### src/rtl/gpio_pkg.sv
package gpio_pkg;
  localparam int ADDR_W = 3;
  typedef enum logic [ADDR_W-1:0] {
    OFS_DATA = 3'd0,
    OFS_DIR  = 3'd1,
    OFS_LVL  = 3'd2,
    OFS_RDRV = 3'd3,
    OFS_PULL = 3'd4
  } ofs_e;
endpackage

### src/rtl/gpio_sync.sv
module gpio_sync #(
  parameter int W      = 9,
  parameter int STAGES = 2
) (
  input  logic         clk,
  input  logic         rst,
  input  logic [W-1:0] din,
  output logic [W-1:0] dout
);
  localparam int LAST = STAGES - 1;
  logic [W-1:0] stg [STAGES];

  always_ff @(posedge clk) begin
    if (rst) stg[0] <= '0;
    else     stg[0] <= din;
  end

  for (genvar s = 1; s < STAGES; s++) begin : g_stage
    always_ff @(posedge clk) begin
      if (rst) stg[s] <= '0;
      else     stg[s] <= stg[s-1];
    end
  end

  assign dout = stg[LAST];
endmodule

### src/rtl/gpio_pin_mux.sv
module gpio_pin_mux #(
  parameter int W     = 8,
  parameter int SHARE = 4
) (
  input  logic [W-1:0]     reg_data,
  input  logic [W-1:0]     reg_dir,
  input  logic [W-1:0]     reg_rdrv,
  input  logic [W-1:0]     reg_pull,
  input  logic [SHARE-1:0] per_en,
  input  logic [SHARE-1:0] per_dout,
  input  logic [SHARE-1:0] per_oe,
  output logic [W-1:0]     pad_out,
  output logic [W-1:0]     pad_oe,
  output logic [W-1:0]     pad_rdrv,
  output logic [W-1:0]     pad_pull
);
  for (genvar i = 0; i < W; i++) begin : g_pin
    logic eff_o, eff_oe, force_pd;
    if (i < SHARE) begin : g_shared
      assign eff_o    = per_en[i] ? per_dout[i] : reg_data[i];
      assign eff_oe   = per_en[i] ? per_oe[i]   : reg_dir[i];
      assign force_pd = per_en[i] & ~per_oe[i];
    end else begin : g_plain
      assign eff_o    = reg_data[i];
      assign eff_oe   = reg_dir[i];
      assign force_pd = 1'b0;
    end
    assign pad_out[i]  = eff_o;
    assign pad_oe[i]   = eff_oe;
    assign pad_rdrv[i] = eff_oe & reg_rdrv[i];
    assign pad_pull[i] = ~eff_oe & (reg_pull[i] | force_pd);
  end

  // qualifiers never active against the effective direction
  always_comb begin
    a_r7_rdrv_output_only: assert ((pad_rdrv & ~pad_oe) == '0);
    a_r8_pull_input_only:  assert ((pad_pull & pad_oe) == '0);
  end
endmodule

### src/rtl/gpio_regs.sv
module gpio_regs
  import gpio_pkg::*;
#(
  parameter int W = 8
) (
  input  logic              clk,
  input  logic              rst,
  input  logic              bus_wr,
  input  logic              bus_rd,
  input  logic [ADDR_W-1:0] bus_addr,
  input  logic [W-1:0]      bus_wdata,
  output logic [W-1:0]      bus_rdata,
  input  logic [W-1:0]      lvl_sync,
  output logic [W-1:0]      reg_data,
  output logic [W-1:0]      reg_dir,
  output logic [W-1:0]      reg_rdrv,
  output logic [W-1:0]      reg_pull
);
  logic [W-1:0] rd_mux;

  always_ff @(posedge clk) begin
    if (rst) begin
      reg_data <= '0;
      reg_dir  <= '0;
      reg_rdrv <= '0;
      reg_pull <= '0;
    end else if (bus_wr) begin
      case (bus_addr)
        OFS_DATA: reg_data <= bus_wdata;
        OFS_DIR:  reg_dir  <= bus_wdata;
        OFS_RDRV: reg_rdrv <= bus_wdata;
        OFS_PULL: reg_pull <= bus_wdata;
        default: ;
      endcase
    end
  end

  always_comb begin
    case (bus_addr)
      OFS_DATA: rd_mux = (reg_dir & reg_data) | (~reg_dir & lvl_sync);
      OFS_DIR:  rd_mux = reg_dir;
      OFS_LVL:  rd_mux = lvl_sync;
      OFS_RDRV: rd_mux = reg_rdrv;
      OFS_PULL: rd_mux = reg_pull;
      default:  rd_mux = '0;
    endcase
  end

  always_ff @(posedge clk) begin
    if (rst)         bus_rdata <= '0;
    else if (bus_rd) bus_rdata <= rd_mux;
  end

  // reset clears the whole register file
  a_r1_reset_clear: assert property (@(posedge clk)
    rst |=> (reg_data == '0 && reg_dir == '0 && reg_rdrv == '0 &&
             reg_pull == '0 && bus_rdata == '0));

  // writes outside the writable offsets leave state untouched
  a_r9_ignored_write: assert property (@(posedge clk) disable iff (rst)
    (bus_wr && (bus_addr == OFS_LVL || bus_addr > OFS_PULL)) |=>
    ($stable(reg_data) && $stable(reg_dir) && $stable(reg_rdrv) && $stable(reg_pull)));
endmodule

### src/rtl/gpio_port.sv
module gpio_port
  import gpio_pkg::*;
#(
  parameter int W      = 8,
  parameter int SHARE  = 4,
  parameter int STAGES = 2
) (
  input  logic              clk,
  input  logic              rst,
  input  logic              bus_wr,
  input  logic              bus_rd,
  input  logic [ADDR_W-1:0] bus_addr,
  input  logic [W-1:0]      bus_wdata,
  output logic [W-1:0]      bus_rdata,
  input  logic [W-1:0]      pad_in,
  output logic [W-1:0]      pad_out,
  output logic [W-1:0]      pad_oe,
  output logic [W-1:0]      pad_rdrv,
  output logic [W-1:0]      pad_pull,
  input  logic [SHARE-1:0]  per_en,
  input  logic [SHARE-1:0]  per_dout,
  input  logic [SHARE-1:0]  per_oe,
  output logic [SHARE-1:0]  per_din,
  input  logic              irq_pin,
  input  logic              stop_mode,
  output logic              irq_req
);
  localparam int SW = W + 1;

  logic [SW-1:0] sync_q;
  logic [W-1:0]  lvl_sync;
  logic          irq_sync;
  logic [W-1:0]  reg_data, reg_dir, reg_rdrv, reg_pull;

  gpio_sync #(.W(SW), .STAGES(STAGES)) i_sync (
    .clk(clk), .rst(rst), .din({irq_pin, pad_in}), .dout(sync_q)
  );

  assign lvl_sync = sync_q[W-1:0];
  assign irq_sync = sync_q[W];
  assign per_din  = lvl_sync[SHARE-1:0];
  assign irq_req  = stop_mode ? irq_pin : irq_sync;

  gpio_regs #(.W(W)) i_regs (
    .clk(clk), .rst(rst), .bus_wr(bus_wr), .bus_rd(bus_rd),
    .bus_addr(bus_addr), .bus_wdata(bus_wdata), .bus_rdata(bus_rdata),
    .lvl_sync(lvl_sync), .reg_data(reg_data), .reg_dir(reg_dir),
    .reg_rdrv(reg_rdrv), .reg_pull(reg_pull)
  );

  gpio_pin_mux #(.W(W), .SHARE(SHARE)) i_mux (
    .reg_data(reg_data), .reg_dir(reg_dir), .reg_rdrv(reg_rdrv),
    .reg_pull(reg_pull), .per_en(per_en), .per_dout(per_dout),
    .per_oe(per_oe), .pad_out(pad_out), .pad_oe(pad_oe),
    .pad_rdrv(pad_rdrv), .pad_pull(pad_pull)
  );

  // pins above the shared range follow the registers only
  a_r6_plain_pins: assert property (@(posedge clk) disable iff (rst)
    (pad_oe[W-1:SHARE] == reg_dir[W-1:SHARE]) &&
    (pad_out[W-1:SHARE] == reg_data[W-1:SHARE]));

  // an unclaimed shared pin is driven by the registers
  a_r5_unclaimed_regs: assert property (@(posedge clk) disable iff (rst)
    ((pad_oe[SHARE-1:0] ^ reg_dir[SHARE-1:0]) & ~per_en) == '0);

  // a high pin in stop mode always requests wake
  a_r11_stop_wake: assert property (@(posedge clk) disable iff (rst)
    (stop_mode && irq_pin) |-> irq_req);
endmodule

### config.mk
export PLATFORM = sky130hd
export DESIGN_NAME = gpio_port
export DESIGN_NICKNAME = d
export VERILOG_FILES = /design/src/rtl/gpio_pkg.sv /design/src/rtl/gpio_sync.sv /design/src/rtl/gpio_pin_mux.sv /design/src/rtl/gpio_regs.sv /design/src/rtl/gpio_port.sv
export SDC_FILE = /design/constraint.sdc
export NUM_CORES = 1
export LEC_CHECK = 0
export BUFFER_PORTS_ARGS = -buffer_cell sky130_fd_sc_hd__buf_2
export CORE_MARGIN = 2
export CORE_UTILIZATION = 30
export CTS_CLUSTER_DIAMETER = 30
export CTS_CLUSTER_SIZE = 30
export DETAILED_ROUTE_END_ITERATION = 10
export PLACE_DENSITY_LB_ADDON = 0.25
export SYNTH_ARGS = -nofsm -noshare
export SYNTH_HDL_FRONTEND = slang
export SYNTH_SLANG_ARGS = --single-unit
### constraint.sdc
create_clock -name clk -period 1.7 [get_ports clk]
set_clock_uncertainty 0.05 [all_clocks]
set_input_delay 0.17 -clock clk [delete_from_list [all_inputs] [get_ports clk]]
set_output_delay 0.17 -clock clk [all_outputs]
set_load 0.01 [all_outputs]
==> Yosys cells after proc, flatten, opt, wreduce, memory -nomap -nowiden <==
Memory sizes are Yosys's and may differ from the RTL's.
Index checks and enable logic that the tools add are counted.
Widths: inputs -> output; s select.
{ "classes": {"n_eq_ne": 4, "n_mux": 15, "bitwise_logic": 42, "n_reduce_logical": 5} }
{ "op_table": {"columns": ["operator", "n"], "rows": [
  ["$pmux 8 s5", 1],
  ["$and 1x1->1", 20],
  ["$mux 9", 2],
  ["$and 8x8->8", 2],
  ["$mux 1", 12],
  ["$not 1->1", 12],
  ["$not 8->8", 1],
  ["$or 8x8->8", 1],
  ["$reduce_and 2->1", 4],
  ["$eq 3x2->1 const B", 2],
  ["$or 1x1->1", 6],
  ["$eq 3x1->1 const B", 1],
  ["$eq 3x3->1 const B", 1],
  ["$logic_not 3->1", 1]
]} }
{ "totals": {"register_bits": 40, "mem_bits_rw": 18, "input_bits": 37, "elab_cells": 72, "memories": 1} }
{ "mem_list": {"columns": ["memory", "words", "width", "read_ports", "rd_ports_with_merged_regs", "write_ports", "line", "source"], "rows": [
  ["i_sync.stg", 2, 9, 2, 0, 2, "gpio_sync.sv:11", "logic [W-1:0] stg [STAGES];"]
]} }

==> Depth between registers and ports, before layout <==
{ "depth": {"word_depth": 4, "depth_mapped": 6} }

==> Modules after synthesis <==
From an unflattened synthesis, not the netlist that was laid out.
{ "unflattened": {"cells_unflattened": 296, "area_unflattened_um2": 2711.4} }
{ "by_module_without_submodules": {"columns": ["mod", "n_inst", "cells_each", "area_each_um2", "seq_area_each_um2"], "rows": [
  ["gpio_regs", 1, 211, 1829.3, 800.8],
  ["gpio_sync", 1, 37, 489.2, 360.3],
  ["gpio_pin_mux", 1, 47, 377.9, 0.0],
  ["gpio_port", 1, 1, 15.0, 0.0]
]} }

==> Worst setup path after synthesis <==
OpenSTA, ideal clock, no wires.
{ "synth_timing": {"kind": "input to register", "from": "input bus_addr[0]", "to": "register i_regs.bus_rdata[6]", "arrival_time_ps": 1130, "required_time_ps": 1571, "setup_slack_ps": 441, "stages": 5, "n_path_buf": 1, "cell_sequence": "buf_6 > or2_4 > or3_1 > o211a_1 > a211oi_2"} }
{ "synth_between": {"elab_chain_len": 2, "elab_cells_between_ends": 6, "cone_classes": "eq/ne: 4; mux: 1; reduce/logical: 1"} }
{ "synth_lines": {"columns": ["item", "line", "source"], "rows": [
  ["from (decl)", "gpio_port.sv:12", "input logic [ADDR_W-1:0] bus_addr,"],
  ["$eq 3x3->1, or another cell as far along", "gpio_regs.sv:39", "case (bus_addr)"],
  ["$pmux 8 s5 (*)", "gpio_regs.sv:39", null],
  ["to (signal assigned)", "gpio_regs.sv:51", "else if (bus_rd) bus_rdata <= rd_mux;"],
  ["to (decl)", "gpio_regs.sv:12", "output logic [W-1:0] bus_rdata,"]
]} }
Mark *: on every way between the ends. The rest lies on a longest branch, timed or not.
A chain may end at the register's enable or synchronous reset.

==> Final worst setup path <==
{ "layout_timing": {"from": "register i_regs.reg_dir[2]", "to": "output pad_rdrv[2]"} }
{ "layout_between": {"elab_chain_len": 2} }
{ "layout_lines": {"columns": ["item", "line", "source"], "rows": [
  ["from (decl)", "gpio_regs.sv:15", "output logic [W-1:0] reg_dir,"],
  ["from (signal assigned)", "gpio_regs.sv:30", "OFS_DIR: reg_dir <= bus_wdata;"],
  ["$mux 1", "gpio_pin_mux.sv:21", "assign eff_oe = per_en[i] ? per_oe[i] : reg_dir[i];"],
  ["$and 1x1->1", "gpio_pin_mux.sv:30", "assign pad_rdrv[i] = eff_oe & reg_rdrv[i];"],
  ["to (decl)", "gpio_port.sv:18", "output logic [W-1:0] pad_rdrv,"]
]} }
No other way between the ends.

==> results by group <==
Detailed routing
  • Routed len/inst: 14.7 µm
  • Antenna Nets Post-Route: 0
  • Drt via density: 4.72
  • Vias: 2395
  • Met2 wire length: 3.41 mm
  • Highest Signal Layer: met4
  • Residual DRC count: 0
  • Post-Route M1 WL: 3.40 mm
  • First-pass DRT Iterations: 4
  • Met3 Wirelength: 479 µm
  • Starting DRT DRC Count: 116
  • WL final: 7.45 mm

Logic synthesis
  • Post-Syn Instances: 318
  • Register bit count reported by yosys: 58
  • Main synth FF type: dfxtp_1
  • Library cells used by synthesis: 33
  • Syn Area/Cell: 8.43 µm²
  • Cell taking the most area after synthesis: dfxtp_1
  • Post-synth EDFFs: 0
  • Register area share after synthesis: 43.3%
  • Top cell type's share of synthesized area: 43.3%
  • Async S/R FF share, synth: 0%
  • Synth Warn #: 0
  • Mapped cell area: 0.00268 mm²
  • Syn Nets: 355
  • Synth area leaders: dfxtp_1 43%, nand2_1 9.9%, a21oi_1 7.1%, buf_4 5.6%, nor2b_1 5.6%

Final layout
  • N_diodes: 0
  • P&R area growth vs syn: 24.4%
  • Most frequent cells in the layout: 81 x buf_2, 71 x nand2_1, 58 x dfxtp_1, 38 x a21oi_1, 24 x nor2b_1
  • Nets@finish: 432
  • Register Area: 0.00116 mm²
  • Number of fill cells: 934
  • Fin area: 0.00333 mm²
  • Most common cell after layout, fill and taps aside: buf_2
  • Share of cells above drive strength 1: 30.3%
  • Multi-input gate area: 0.00128 mm²

Global routing
  • GRT Total Usage: 15.7%
  • Vias in the first global route: 2383
  • GRT overflow: 0
  • Pin count of the biggest net entering global routing: 27
  • Antenna violations before repair: 0
  • First-pass GRT wire length: 12.0 mm

Placement
  • PortBufs: 81
  • DP HPWL: 5.42 mm
  • Gpl congestion: 0.791
  • Area after DPL: 0.00308 mm²

Critical path
  • Crit path arrival time: 1.25 ns
  • Worst-path maximum fanout: 5
  • Sequence of cells on the critical path: mux2_2 -> and2_1 -> buf_2
  • Critical path class: flop to output pin
  • Top delay family on crit path: flip-flops
  • Crit. End Element: output pin
  • Worst path buffer plus inverter count: 1
  • CP max-delay cell: dfxtp_1
  • CP peak stage delay: 0.35 ns
  • Critical path required time: 1.48 ns
  • Worst setup SP type: flop

STA
  • Relative slew slack: 69.3%
  • Worst-margin pin slew: 0.461 ns
  • Setup TNS Final: 0 ns
  • Hold Vio Cnt, Final: 0
  • Setup violators final: 0
  • RSZ-0062 raised after global routing: no
  • Worst hold margin: 0.0110 ns
  • Crit share post-route: 86.3%
  • FMAX: 681 MHz
  • Final Critical Period: 1.47 ns
  • Count of pins over their slew limit: 0

Power and ir drop
  • Peak VDD IR: 0.432 mV
  • Power Dens Cells: 863 mW/mm²
  • Leakage: 1.42 nW

Run status
  • Status: completed

Clock network
  • Number of buffers created by CTS: 9
  • Root buf cell: clkbuf_8
  • H-Tree Depth: 3
  • Sink Count: 58
  • Clock Latency Late Sink: 0.34 ns
  • # resized after CTS: 0
  • CTS Buffer Depth: 2
  • Clock-pin slew on the worst setup and hold paths: 0.06 ns
  • CTS tree: built

Floorplanning
  • Initial core utilization: 30.9%
  • Die Width: 98.5 µm
  • Die area: 0.00971 mm²
  • Core Rows: 34
  • Io pins: 82
  • Core area: 0.00868 mm²
  • Die H: 98.5 µm

Run
  • Max-cap violations: 0

Worst hold path
  • Min-Delay Path Class: input port to flop
==> power by group <==
part           total, mW  switching (mW)  internal, mW
registers           1.43          0.0272          1.40
clock network       1.12           0.527         0.593
logic              0.328           0.177         0.152
==> registers in the layout, summed over array words and instances, names as in the netlist <==
signal,cells
i_regs.reg_rdrv,8
i_regs.bus_rdata,8
i_regs.reg_pull,8
i_regs.reg_dir,8
i_regs.reg_data,8
i_sync.stg,18
==> Yosys cell counts (8+ instances only) <==
| master | instances |
|---|---|
| nand2_1 | 71 |
| dfxtp_1 | 58 |
| a21oi_1 | 38 |
| nor2b_1 | 24 |
| buf_4 | 20 |
| and2_1 | 11 |
| mux2i_1 | 11 |
| nand2b_1 | 11 |
| nor2_1 | 11 |
| mux2_2 | 9 |
| clkbuf_1 | 8 |
==> cells by family (layout without fill, tap and decap cells) <==
logic type	Yosys count	count (layout)	synth area share, %
buffers and inverters	37	118	8.77
AOI/OAI and AO/OA	65	65	14.9
and+or+nand+nor	138	138	25.1
DFF	58	58	43.3
muxes	20	20	7.89
==> metal layers <==
layer,up-vias,global-route usage [%]
li1,1202,-
met1,1096,21.1
met2,79,24.6
met3,18,3.12
met4,0,7.06
met5,-,0
==> repair_timing <==
action,in CTS,in global routing
buffers inserted,0,0
hold buffers,8,0
endpoints found under the hold margin,8,0
==> final cells by class <==
cell class / instances / area share [%]
multi-input combinational: 223 / 38.5
sequential: 58 / 34.8
timing repair buffer: 101 / 17.3
clock buffer: 12 / 4.65
tap: 108 / 4.05
clock inverter: 3 / 0.450
inverter: 2 / 0.225
==> stage by stage <==
step                total power, mW  utilization (%)  setup WS [ns]  std cells
detailed placement             1.78             35.5         0.0747        484
finish                         2.88             38.4          0.232        507
floorplan                      1.65                -          0.441        318
CTS                            2.90             38.4          0.219        507
global route                   3.00             38.4          0.189        507
global placement               1.77             35.5         0.0418        484
==> path summary, 6_finish.rpt <==
| path | startpoint | endpoint | slack (ns) | depth (start not counted) |
|---|---|---|---|---|
| worst max-delay path | i_regs.reg_dir[2]$_SDFFE_PP0P_ | pad_rdrv[2] | 0.23 | 3 |
| worst min-delay path | irq_pin | i_sync.stg[0][8]$_SDFF_PP0_ | 0.01 | 2 |
| worst min register to register | i_sync.stg[0][3]$_SDFF_PP0_ | i_sync.stg[1][3]$_SDFF_PP0_ | 0.38 | 1 |
| worst max register to register | i_regs.reg_dir[6]$_SDFFE_PP0P_ | i_regs.bus_rdata[6]$_SDFFE_PP0P_ | 0.38 | 4 |
Power figures use the tool's default switching activity.
